<file path="src/rtl/arb_pkg.sv">
package arb_pkg;
  typedef enum logic [1:0] {
    HIST_IDLE  = 2'd0,
    HIST_READ  = 2'd1,
    HIST_WRITE = 2'd2
  } hist_e;

  typedef struct packed {
    logic rdGo;
    logic wrGo;
  } ctrlStrobes_t;
endpackage

</file>
<file path="src/rtl/arb_ctrl.sv">
module arb_ctrl
  import arb_pkg::*;
(
  input  logic         clk,
  input  logic         rst,
  input  logic         rdSelN,
  input  logic         wrSelN,
  output ctrlStrobes_t strobes,
  output hist_e        hist
);
  logic rdEligible;
  logic wrEligible;
  hist_e histNext;

  // A port may not start twice on consecutive edges
  assign rdEligible = !rdSelN && (hist != HIST_READ);
  assign wrEligible = !wrSelN && (hist != HIST_WRITE);

  // Both can be eligible only from idle, where the read takes priority
  always_comb begin
    strobes.rdGo = rdEligible;
    strobes.wrGo = wrEligible && !rdEligible;
    if (strobes.rdGo)      histNext = HIST_READ;
    else if (strobes.wrGo) histNext = HIST_WRITE;
    else                   histNext = HIST_IDLE;
  end

  always_ff @(posedge clk) begin
    if (rst) hist <= HIST_IDLE;
    else     hist <= histNext;
  end
endmodule

</file>
<file path="src/rtl/arb_datapath.sv">
module arb_datapath
  import arb_pkg::*;
#(
  parameter int ADDR_W = 20
) (
  input  logic                clk,
  input  logic                rst,
  input  ctrlStrobes_t        strobes,
  input  logic [ADDR_W-1:0]   rdAddrIn,
  input  logic [ADDR_W-1:0]   wrAddrIn,
  output logic                rdStart,
  output logic                wrStart,
  output logic [ADDR_W-1:0]   rdAddr,
  output logic [ADDR_W-1:0]   wrAddr
);
  always_ff @(posedge clk) begin
    if (rst) begin
      rdStart <= 1'b0;
      wrStart <= 1'b0;
      rdAddr  <= '0;
      wrAddr  <= '0;
    end else begin
      rdStart <= strobes.rdGo;
      wrStart <= strobes.wrGo;
      if (strobes.rdGo) rdAddr <= rdAddrIn;
      if (strobes.wrGo) wrAddr <= wrAddrIn;
    end
  end
endmodule

</file>
<file path="src/rtl/port_start_arbiter.sv">
module port_start_arbiter
  import arb_pkg::*;
#(
  parameter int ADDR_W = 20
) (
  input  logic              clk,
  input  logic              rst,
  input  logic              rdSelN,
  input  logic              wrSelN,
  input  logic [ADDR_W-1:0] rdAddrIn,
  input  logic [ADDR_W-1:0] wrAddrIn,
  output logic              rdStart,
  output logic              wrStart,
  output logic [ADDR_W-1:0] rdAddr,
  output logic [ADDR_W-1:0] wrAddr,
  output logic [1:0]        lastStart
);
  ctrlStrobes_t strobes;
  hist_e        hist;

  arb_ctrl u_ctrl (
    .clk     (clk),
    .rst     (rst),
    .rdSelN  (rdSelN),
    .wrSelN  (wrSelN),
    .strobes (strobes),
    .hist    (hist)
  );

  arb_datapath #(.ADDR_W(ADDR_W)) u_dp (
    .clk      (clk),
    .rst      (rst),
    .strobes  (strobes),
    .rdAddrIn (rdAddrIn),
    .wrAddrIn (wrAddrIn),
    .rdStart  (rdStart),
    .wrStart  (wrStart),
    .rdAddr   (rdAddr),
    .wrAddr   (wrAddr)
  );

  assign lastStart = hist;
endmodule

</file>
<file path="config.mk">
export PLATFORM = sky130hd
export DESIGN_NAME = port_start_arbiter
export DESIGN_NICKNAME = d
export VERILOG_FILES = /design/src/rtl/arb_pkg.sv /design/src/rtl/arb_ctrl.sv /design/src/rtl/arb_datapath.sv /design/src/rtl/port_start_arbiter.sv
export SDC_FILE = /design/constraint.sdc
export NUM_CORES = 1
export LEC_CHECK = 0
export ABC_AREA = 0
export BUFFER_PORTS_ARGS = -buffer_cell sky130_fd_sc_hd__buf_2
export CORE_ASPECT_RATIO = 1.25
export CORE_MARGIN = 2
export CORE_UTILIZATION = 44
export CTS_CLUSTER_DIAMETER = 150
export DETAILED_ROUTE_END_ITERATION = 8
export GPL_TIMING_DRIVEN = 0
export PLACE_DENSITY = 0.79
export SYNTH_ARGS = -nofsm -noshare
export SYNTH_HDL_FRONTEND = slang
export SYNTH_HIERARCHICAL = 1
export SYNTH_SLANG_ARGS = --single-unit
</file>
<file path="constraint.sdc">
create_clock -name clk -period 1.75 [get_ports clk]
set_input_delay 0.2625 -clock clk [delete_from_list [all_inputs] [get_ports clk]]
set_output_delay 0.2625 -clock clk [all_outputs]
set_load 0.01 [all_outputs]
</file>
# == After elaboration in Yosys (flattened, before gate mapping) ==
# Index checks and enable logic that the tools add are counted.
# totals
out_inout_bits,44
word_cells,17
in_bits,44
ff_bits,44
# op_classes
muxes,2
eq_ne,2
reduce_logical,7
# op_table
op,n
$logic_and 1x1->1,3
$logic_not 1->1,3
$mux 2,1
$ne 2x1->1 const B,1
$ne 2x2->1 const B,1
$reduce_or 2->1,1
$mux 1,1

# == Depth between registers and ports, before layout ==
# Gate-level depths: netlist of run 1.
# depth
ltp_word,6
ltp_mapped,7
depth_no_buf,4

# == By module ==
# The synthesis of run 1 kept the hierarchy.
# modules_own_cells
mod,cells_per_inst,seq_area_each_um2,n_inst,area_each_um2
arb_datapath,135,840.8,1,1530.2
arb_ctrl,10,40.0,1,96.3

# == Worst setup path after synthesis of run 1 ==
# OpenSTA, ideal clock, no wires.
# synth_path
path_kind,flip-flop to flip-flop
start,register u_ctrl.hist[1]
end,register u_dp.wrAddr[0]
t_arrival_ps,1177
path_slack_ps,456
required_ps,1633
period_less_slack_ps,1294
stages_incl_launch_ff,7
n_path_buf,2
setup_ps,117
path_cell_list,dfxtp_1 -> o21bai_2 -> a21oi_1 -> buf_6 -> buf_12 -> mux2i_1 -> nor2_1
# synth_lines
element,line_no,source
"start, declared",arb_ctrl.sv:9,output hist_e hist
"start signal, assigned",arb_ctrl.sv:30,else hist <= histNext;
"end signal, assigned",arb_datapath.sv:26,if (strobes.wrGo) wrAddr <= wrAddrIn;
"end, declared",arb_datapath.sv:14,output logic [ADDR_W-1:0] wrAddr

==> results by group, run 1 <==
Clock network
  • CTS tree: done
  • CTS clock-pin slew for the worst setup and hold paths: 0.07 ns
  • # resized after CTS: 0
  • Clk_lat worst skew: 0.29 ns
  • Clk buf depth: 2
  • Post-CTS setup buffers: 0
  • H-Tree Level Count: 2
  • Hold Buf Count CTS: 0
  • Clock sink total: 44
  • Root Driver: clkbuf_8
  • CTS buffer count: 5

Worst setup path
  • Worst Setup End Kind: flip-flop
  • Setup Crit Path Kind: flip-flop to flip-flop
  • Worst Path Required: 1.93 ns
  • Critical Path Source Type: flip-flop
  • Critical path data arrival time: 1.55 ns
  • Crit path max fanout: 10

Detailed routing
  • Post-route DRC: 0
  • Max layer used: met4
  • DR vias: 1,316
  • DR WL/cell: 11.7 um
  • Antenna-violating nets left: 0
  • Met2 wire len: 1.64 mm
  • Detailed Route WL: 3.27 mm
  • Vias per Instance: 4.72
  • Drt pass-1 iters: 4
  • Routed metal-1 wire length: 1.31 mm
  • Met3 WL: 270 um
  • Initial DRC Count: 46

Floorplan
  • Ports: 88
  • Initial Util: 0.463
  • Die area: 4200 um2
  • Die Wd: 58.4 um
  • Die height: 72.0 um
  • Site Rows: 24
  • Core ar.: 3510 um2

Power and ir drop
  • Power density of the placed cells: 940 nW/um2
  • Leakage: 1.14 nW
  • Worst vdd ir: 742 uV

Timing
  • Final worst path period share: 0.784
  • RSZ-0062 raised after global routing: no
  • Peak Freq: 0.729 GHz
  • Max transition margin: 0.844
  • Setup TNS Final: 0 ns
  • Measured slew at the worst slew-check pin: 0.234 ns
  • Final Hold Slack: 0.151 ns
  • Post-layout min period: 1.37 ns
  • Final Hold Fails: 0
  • Clk_skew: 0.000858 ns
  • Endpoints failing setup: 0
  • Slew Limit Fails: 0

Finish
  • Fin nets: 283
  • ANT cells: 0
  • Fill cells: 319
  • Area Growth Syn to Fin: 35.3%
  • Layout cells sized above 1: 0.442

Yosys
  • Mapped Cells: 145
  • Post-synthesis cell type count: 15
  • Synthesized area: 1630 um2
  • Synthesized flop and latch total: 44
  • Leading area contributor after synthesis: dfxtp_1
  • Largest cells by area after synthesis: dfxtp_1, mux2i_1, nor2_1, buf_12, buf_6
  • Post-synthesis average cell area: 11.2 um2
  • Post-synth top area share: 0.542
  • Register area share after synthesis: 0.542
  • Yosys warnings: 6
  • Post-synth net total: 189

GRT
  • Pin count of the biggest net entering global routing: 13
  • Gr ovfl total: 0
  • Global-route usage over all layers: 0.164
  • Vias in the first global route: 1,237
  • Initial antenna violation count: 0
  • Global-route wire length before repair: 5.25 mm

Worst hold path
  • Hold Path Class: primary input to flip-flop

Placement
  • Gp weighted congestion: 0.790
  • HPWL Detailed: 2.51 mm
  • I/O Buffers: 87

Run status
  • Status: finished, final reports clean

Flow run
  • Number of max-cap violations: 0
==> sequential cells by signal, indices dropped and copies added, names as in the netlist <==
name          count
u_ctrl/hist       2
u_dp/rdAddr      20
u_dp/rdStart      1
u_dp/wrStart      1
u_dp/wrAddr      20
==> layer usage <==
metal	vias up	GRT usage
met2	56	0.282
met5	-	0
met1	591	0.176
met4	0	0.0646
li1	663	-
met3	6	0.0660
==> final cells by class <==
type	count	area (um2)	share of cell area
Buffer	12	134	0.0608
Clock buffer	8	90.1	0.0409
Inverter	1	3.75	0.00171
Multi-Input combinational cell	88	608	0.276
Sequential cell	44	881	0.400
Tap cell	39	48.8	0.0222
Timing Repair Buffer	87	435	0.198
==> path summary, 6_finish.rpt <==
kind                         end      startpoint  cells after the start  slack (ns)
setup / recovery  u_dp/wrAddr[7]  u_ctrl/hist[1]                      6        0.38
hold / removal    u_ctrl/hist[1]          wrSelN                      2        0.15
setup reg to reg  u_dp/wrAddr[7]  u_ctrl/hist[1]                      6        0.38
hold reg to reg   u_dp/rdAddr[0]  u_dp/rdAddr[0]                      2        0.49
==> synthesized netlist by cell type, drive strengths merged <==
| cell type | n |
|---|---|
| o21bai | 1 |
| a211oi | 2 |
| nand2 | 1 |
| mux2i | 40 |
| buf | 11 |
| a21oi | 2 |
| inv | 1 |
| nor2b | 2 |
| clkbuf | 1 |
| dfxtp | 44 |
| nor2 | 40 |
==> power breakdown <==
part	leakage [nW]	internal, mW	switching (mW)	total [mW]
Sequential	0.362	1.06	0.0290	1.09
Clock	0.0455	0.322	0.307	0.628
Combinational	0.736	0.185	0.162	0.348
Total	1.14	1.57	0.498	2.07
==> placed cells by master, fill, tap and decap left out <==
cell	Yosys	routed
buf_12	4	4
dfxtp_1	44	44
a211oi_1	1	1
nor2b_1	2	2
o21bai_2	1	1
nor2_1	40	40
buf_4	1	1
nand2_1	1	1
clkbuf_1	1	3
inv_1	1	1
buf_2	4	91
clkbuf_8	0	6
a211oi_2	1	1
buf_6	2	2
a21oi_1	2	2
mux2i_1	40	40
==> metrics by stage <==
step / worst slack, ns / power, mW / instance area (um2) / std cells / util
2_1_floorplan: 0.456 / 1.33 / 1630 / 145 / -
3_3_place_gp: 0.401 / 1.46 / 2110 / 271 / 0.601
3_5_place_dp: 0.395 / 1.47 / 2110 / 271 / 0.601
4_1_cts: 0.379 / 2.10 / 2200 / 279 / 0.626
5_1_grt: 0.263 / 2.18 / 2200 / 279 / 0.626
6_report: 0.379 / 2.07 / 2200 / 279 / 0.626
==> cell families (layout without fill, tap and decap cells) <==
logic type | Yosys count | in the layout | synth area share
multiplexers | 40 | 40 | 0.246
AND/OR/NAND/NOR | 43 | 43 | 0.102
buffers and inverters | 13 | 108 | 0.0846
flip-flops | 44 | 44 | 0.542
AO/OA/AOI/OAI | 5 | 5 | 0.0254
==> critical path: stages, from the launching register on <==
cell and delay [ns]:
dfxtp_1 0.32, o21bai_2 0.20, a21oi_1 0.19, buf_6 0.15, buf_12 0.14, mux2i_1 0.19
nor2_1 0.06
Note: power is estimated with default switching activity, not from simulation.
==> inputs of run 2 (changes only) <==
--- a/config.mk
+++ b/config.mk
@@ -9,11 +9,11 @@
 export BUFFER_PORTS_ARGS = -buffer_cell sky130_fd_sc_hd__buf_2
 export CORE_ASPECT_RATIO = 1.25
 export CORE_MARGIN = 2
-export CORE_UTILIZATION = 44
+export CORE_UTILIZATION = 39
 export CTS_CLUSTER_DIAMETER = 150
 export DETAILED_ROUTE_END_ITERATION = 8
 export GPL_TIMING_DRIVEN = 0
-export PLACE_DENSITY = 0.79
+export PLACE_DENSITY = 0.74
 export SYNTH_ARGS = -nofsm -noshare
 export SYNTH_HDL_FRONTEND = slang
 export SYNTH_HIERARCHICAL = 1
==> constraint.sdc (replaced) <==
create_clock -name clk -period 1.2 [get_ports clk]
set_input_delay 0.18 -clock clk [delete_from_list [all_inputs] [get_ports clk]]
set_output_delay 0.18 -clock clk [all_outputs]
set_load 0.01 [all_outputs]
==> results by group, run 2 (synthesis gave the netlist of run 1 again) <==
Timing
  • Worst setup slack after layout: -0.0843 ns (-0.463 ns)
  • Clk_skew: 0.00548 ns (+0.00462 ns)
  • Final worst path period share: 1.07 (+0.287)
  • Peak Freq: 0.779 GHz (+6.8%)
  • Slew Limit Fails: 0 (unchanged)
  • Post-layout min period: 1.28 ns (-0.0871 ns)
  • Max transition margin: 0.801 (-0.0431)
  • Measured slew at the worst slew-check pin: 0.299 ns (+0.0646 ns)
  • Setup TNS Final: -1.27 ns (-1.27 ns)
  • Endpoints failing setup: 20 (+20)
  • RSZ-0062 raised after global routing: yes
  • Final Hold Fails: 0 (unchanged)

Placement
  • Gp weighted congestion: 0.746 (-5.5%)
  • Placement-stage cell area: 2150 um2 (+1.8%)
  • I/O Buffers: 87 (unchanged)
  • Placed Cells: 288 (+6.3%)
  • HPWL Detailed: 2.54 mm (+1.4%)

Detailed routing
  • Vias per Instance: 4.40 (-6.8%)
  • DR WL/cell: 11.6 um (-1.0%)
  • Post-route DRC: 0 (unchanged)
  • Antenna-violating nets left: 0 (unchanged)
  • DR vias: 1,310 (-0.46%)
  • Detailed Route WL: 3.46 mm (+5.7%)
  • Initial DRC Count: 40 (-13%)
  • Drt pass-1 iters: 4 (unchanged)

Power and ir drop
  • Tot Pwr: 3.01 mW (+46%)
  • Part of the power in registers: 0.529 (about the same)
  • Int Pwr: 2.27 mW (+44%)
  • Worst vdd ir: 751 uV (+1.3%)
  • Power density of the placed cells: 1300 nW/um2 (+39%)
  • Clock power frac: 0.286 (-0.018)
  • Net Sw Frac: 0.248 (+0.00757)
  • Comb power frac: 0.184 (+0.016)
  • Leakage: 1.17 nW (+2.3%)
  • Switch Pwr: 0.748 mW (+50%)

GRT
  • Initial antenna violation count: 0 (unchanged)
  • Global-route wire length before repair: 5.01 mm (-4.6%)
  • Gr ovfl total: 0 (unchanged)
  • Pin count of the biggest net entering global routing: 14 (+1)
  • Global-route usage over all layers: 0.142 (-0.0212)
  • Vias in the first global route: 1,118 (-9.6%)

Floorplan
  • Site Rows: 26 (+8.3%)
  • Ports: 88 (unchanged)
  • Initial Util: 0.403 (-0.0597)
  • Die height: 76.2 um (+5.9%)
  • Die area: 4710 um2 (+12%)
  • Die Wd: 61.8 um (+5.8%)
  • Core ar.: 4030 um2 (+15%)

Worst setup path
  • Setup Crit Path Kind: flip-flop to flip-flop
  • Worst R2R End: u_dp/wrAddr[18]
  • Slowest cell on crit path: dfxtp_2
  • Crit path launch: u_ctrl/hist[1]
  • Worst path cell trace: o21bai_4, a21oi_2, buf_6, buf_12, mux2i_1, nor2_1
  • Worst r2r src: u_ctrl/hist[1]
  • Worst Path Required: 1.38 ns (-0.55 ns)
  • Critical Path Source Type: flip-flop
  • Crit path max fanout: 10 (unchanged)
  • FF-to-FF path depth: 6 (unchanged)
  • Critical path data arrival time: 1.46 ns (-0.09 ns)
  • CP max stage delay: 0.34 ns (+0.02 ns)
  • R2r setup slk: -0.08 ns (-0.46 ns)
  • Worst Setup End Kind: flip-flop

Clock network
  • CTS tree: done
  • Clock sink total: 44 (unchanged)
  • H-Tree Level Count: 2 (unchanged)
  • Hold Buf Count CTS: 0 (unchanged)
  • CTS clock-pin slew for the worst setup and hold paths: 0.08 ns (about the same)
  • Root Driver: clkbuf_8
  • Clk buf depth: 2 (unchanged)
  • CTS buffer count: 5 (unchanged)
  • Clk_lat worst skew: 0.29 ns (about the same)

Worst hold path
  • Critical hold path startpoint: rst
  • Hold EP: u_ctrl/hist[1]
  • Hold Path Class: primary input to flip-flop
  • Hold Path Stages: 2 (unchanged)

Finish
  • ANT cells: 0 (unchanged)
  • Biggest regs: u_dp/rdAddr: 20 flops, u_dp/wrAddr: 20 flops, u_ctrl/hist: 2 flops
  • Area Growth Syn to Fin: 42.1%
  • Commonest non-fill, non-tap cell in the layout: buf_2
  • Final Non-Filler Cells: 298 (+6.8%)
  • Post-route cell area: 2310 um2 (+5.0%)
  • Fin nets: 285 (+0.71%)
  • Layout cells sized above 1: 0.475 (+0.0335)
  • Commonest non-fill, non-tap cells in the layout: buf_2, dfxtp_1, nor2_1

Flow run
  • Number of max-cap violations: 0 (unchanged)

Run status
  • Failing checks: negative setup slack
  • Status: finished, violations left
## run 2: cell types whose count changed in the layout (fill, tap and decap cells not counted), sizes merged
| cell | change |
|---|---|
| clkbuf | +2 |
| buf | -1 |
| clkinv | +1 |
## run 2: worst max path at each step
| stage | to | cells past startpoint | slack (ns) |
|---|---|---|---|
| 3_5_place_dp | u_dp/wrAddr[6] | 6 | -0.07 |
| 3_3_place_gp | u_dp/wrAddr[2] | 6 | -0.04 |
| 5_1_grt | u_dp/wrAddr[11] | 6 | -0.16 |
| 4_1_cts | u_dp/wrAddr[18] | 6 | -0.08 |
| 6_report | u_dp/wrAddr[18] | 6 | -0.08 |
| 2_1_floorplan | u_dp/wrAddr[0] | 6 | -0.004 |
## run 2: layer usage
metal	vias up	routed length [um]	GRT usage
li1	666	-	-
met1	593	1390	0.154
met2	44	1790	0.244
met3	7	196	0.0357
met4	0	84	0.0702
met5	-	0	0
## run 2: per-stage QoR
step | hold WS, ns | util | worst slack, ns
global placement | 0.373 | 0.533 | -0.0403
detailed placement | 0.371 | 0.533 | -0.0718
CTS | 0.0564 | 0.553 | -0.0832
finish | 0.0629 | 0.573 | -0.0843
floorplan | 0.237 | - | -0.00383
global route | 0.0605 | 0.573 | -0.158
## run 2: area by class of cell
type | count | area (um2)
clock inverter | 1 | 5.00
clock buffer | 7 | 76.3
buffer | 11 | 126
multi-input combinational | 88 | 633
inverter | 1 | 3.75
fill | 383 | 1720
sequential | 44 | 886
timing repair buffer | 90 | 510
tap | 56 | 70.1
## run 2: power groups by stage
stage / Combinational, mW / Sequential, mW / Clock [mW]
floorplan: 0.271 / 1.68 / 0
CTS: 0.521 / 1.59 / 0.907
detailed placement: 0.519 / 1.63 / 0
global placement: 0.512 / 1.62 / 0
finish: 0.556 / 1.60 / 0.863
global route: 0.605 / 1.61 / 0.972
## run 2: critical path: cells and delay by family, from the launching register on
kind,cells,cell delay (ns)
buffers and inverters,2,0.29
AND/OR/NAND/NOR,1,0.05
multiplexers,1,0.19
AO/OA/AOI/OAI,2,0.30
flip-flops,1,0.34
## run 2: repair_timing
item                                    CTS  global route
endpoints found under the setup margin   38            39
buffers inserted                          0             0
pin swaps                                 0             3
gates cloned                              0             3
gates resized for setup                   0             5
endpoints found under the hold margin     0             0
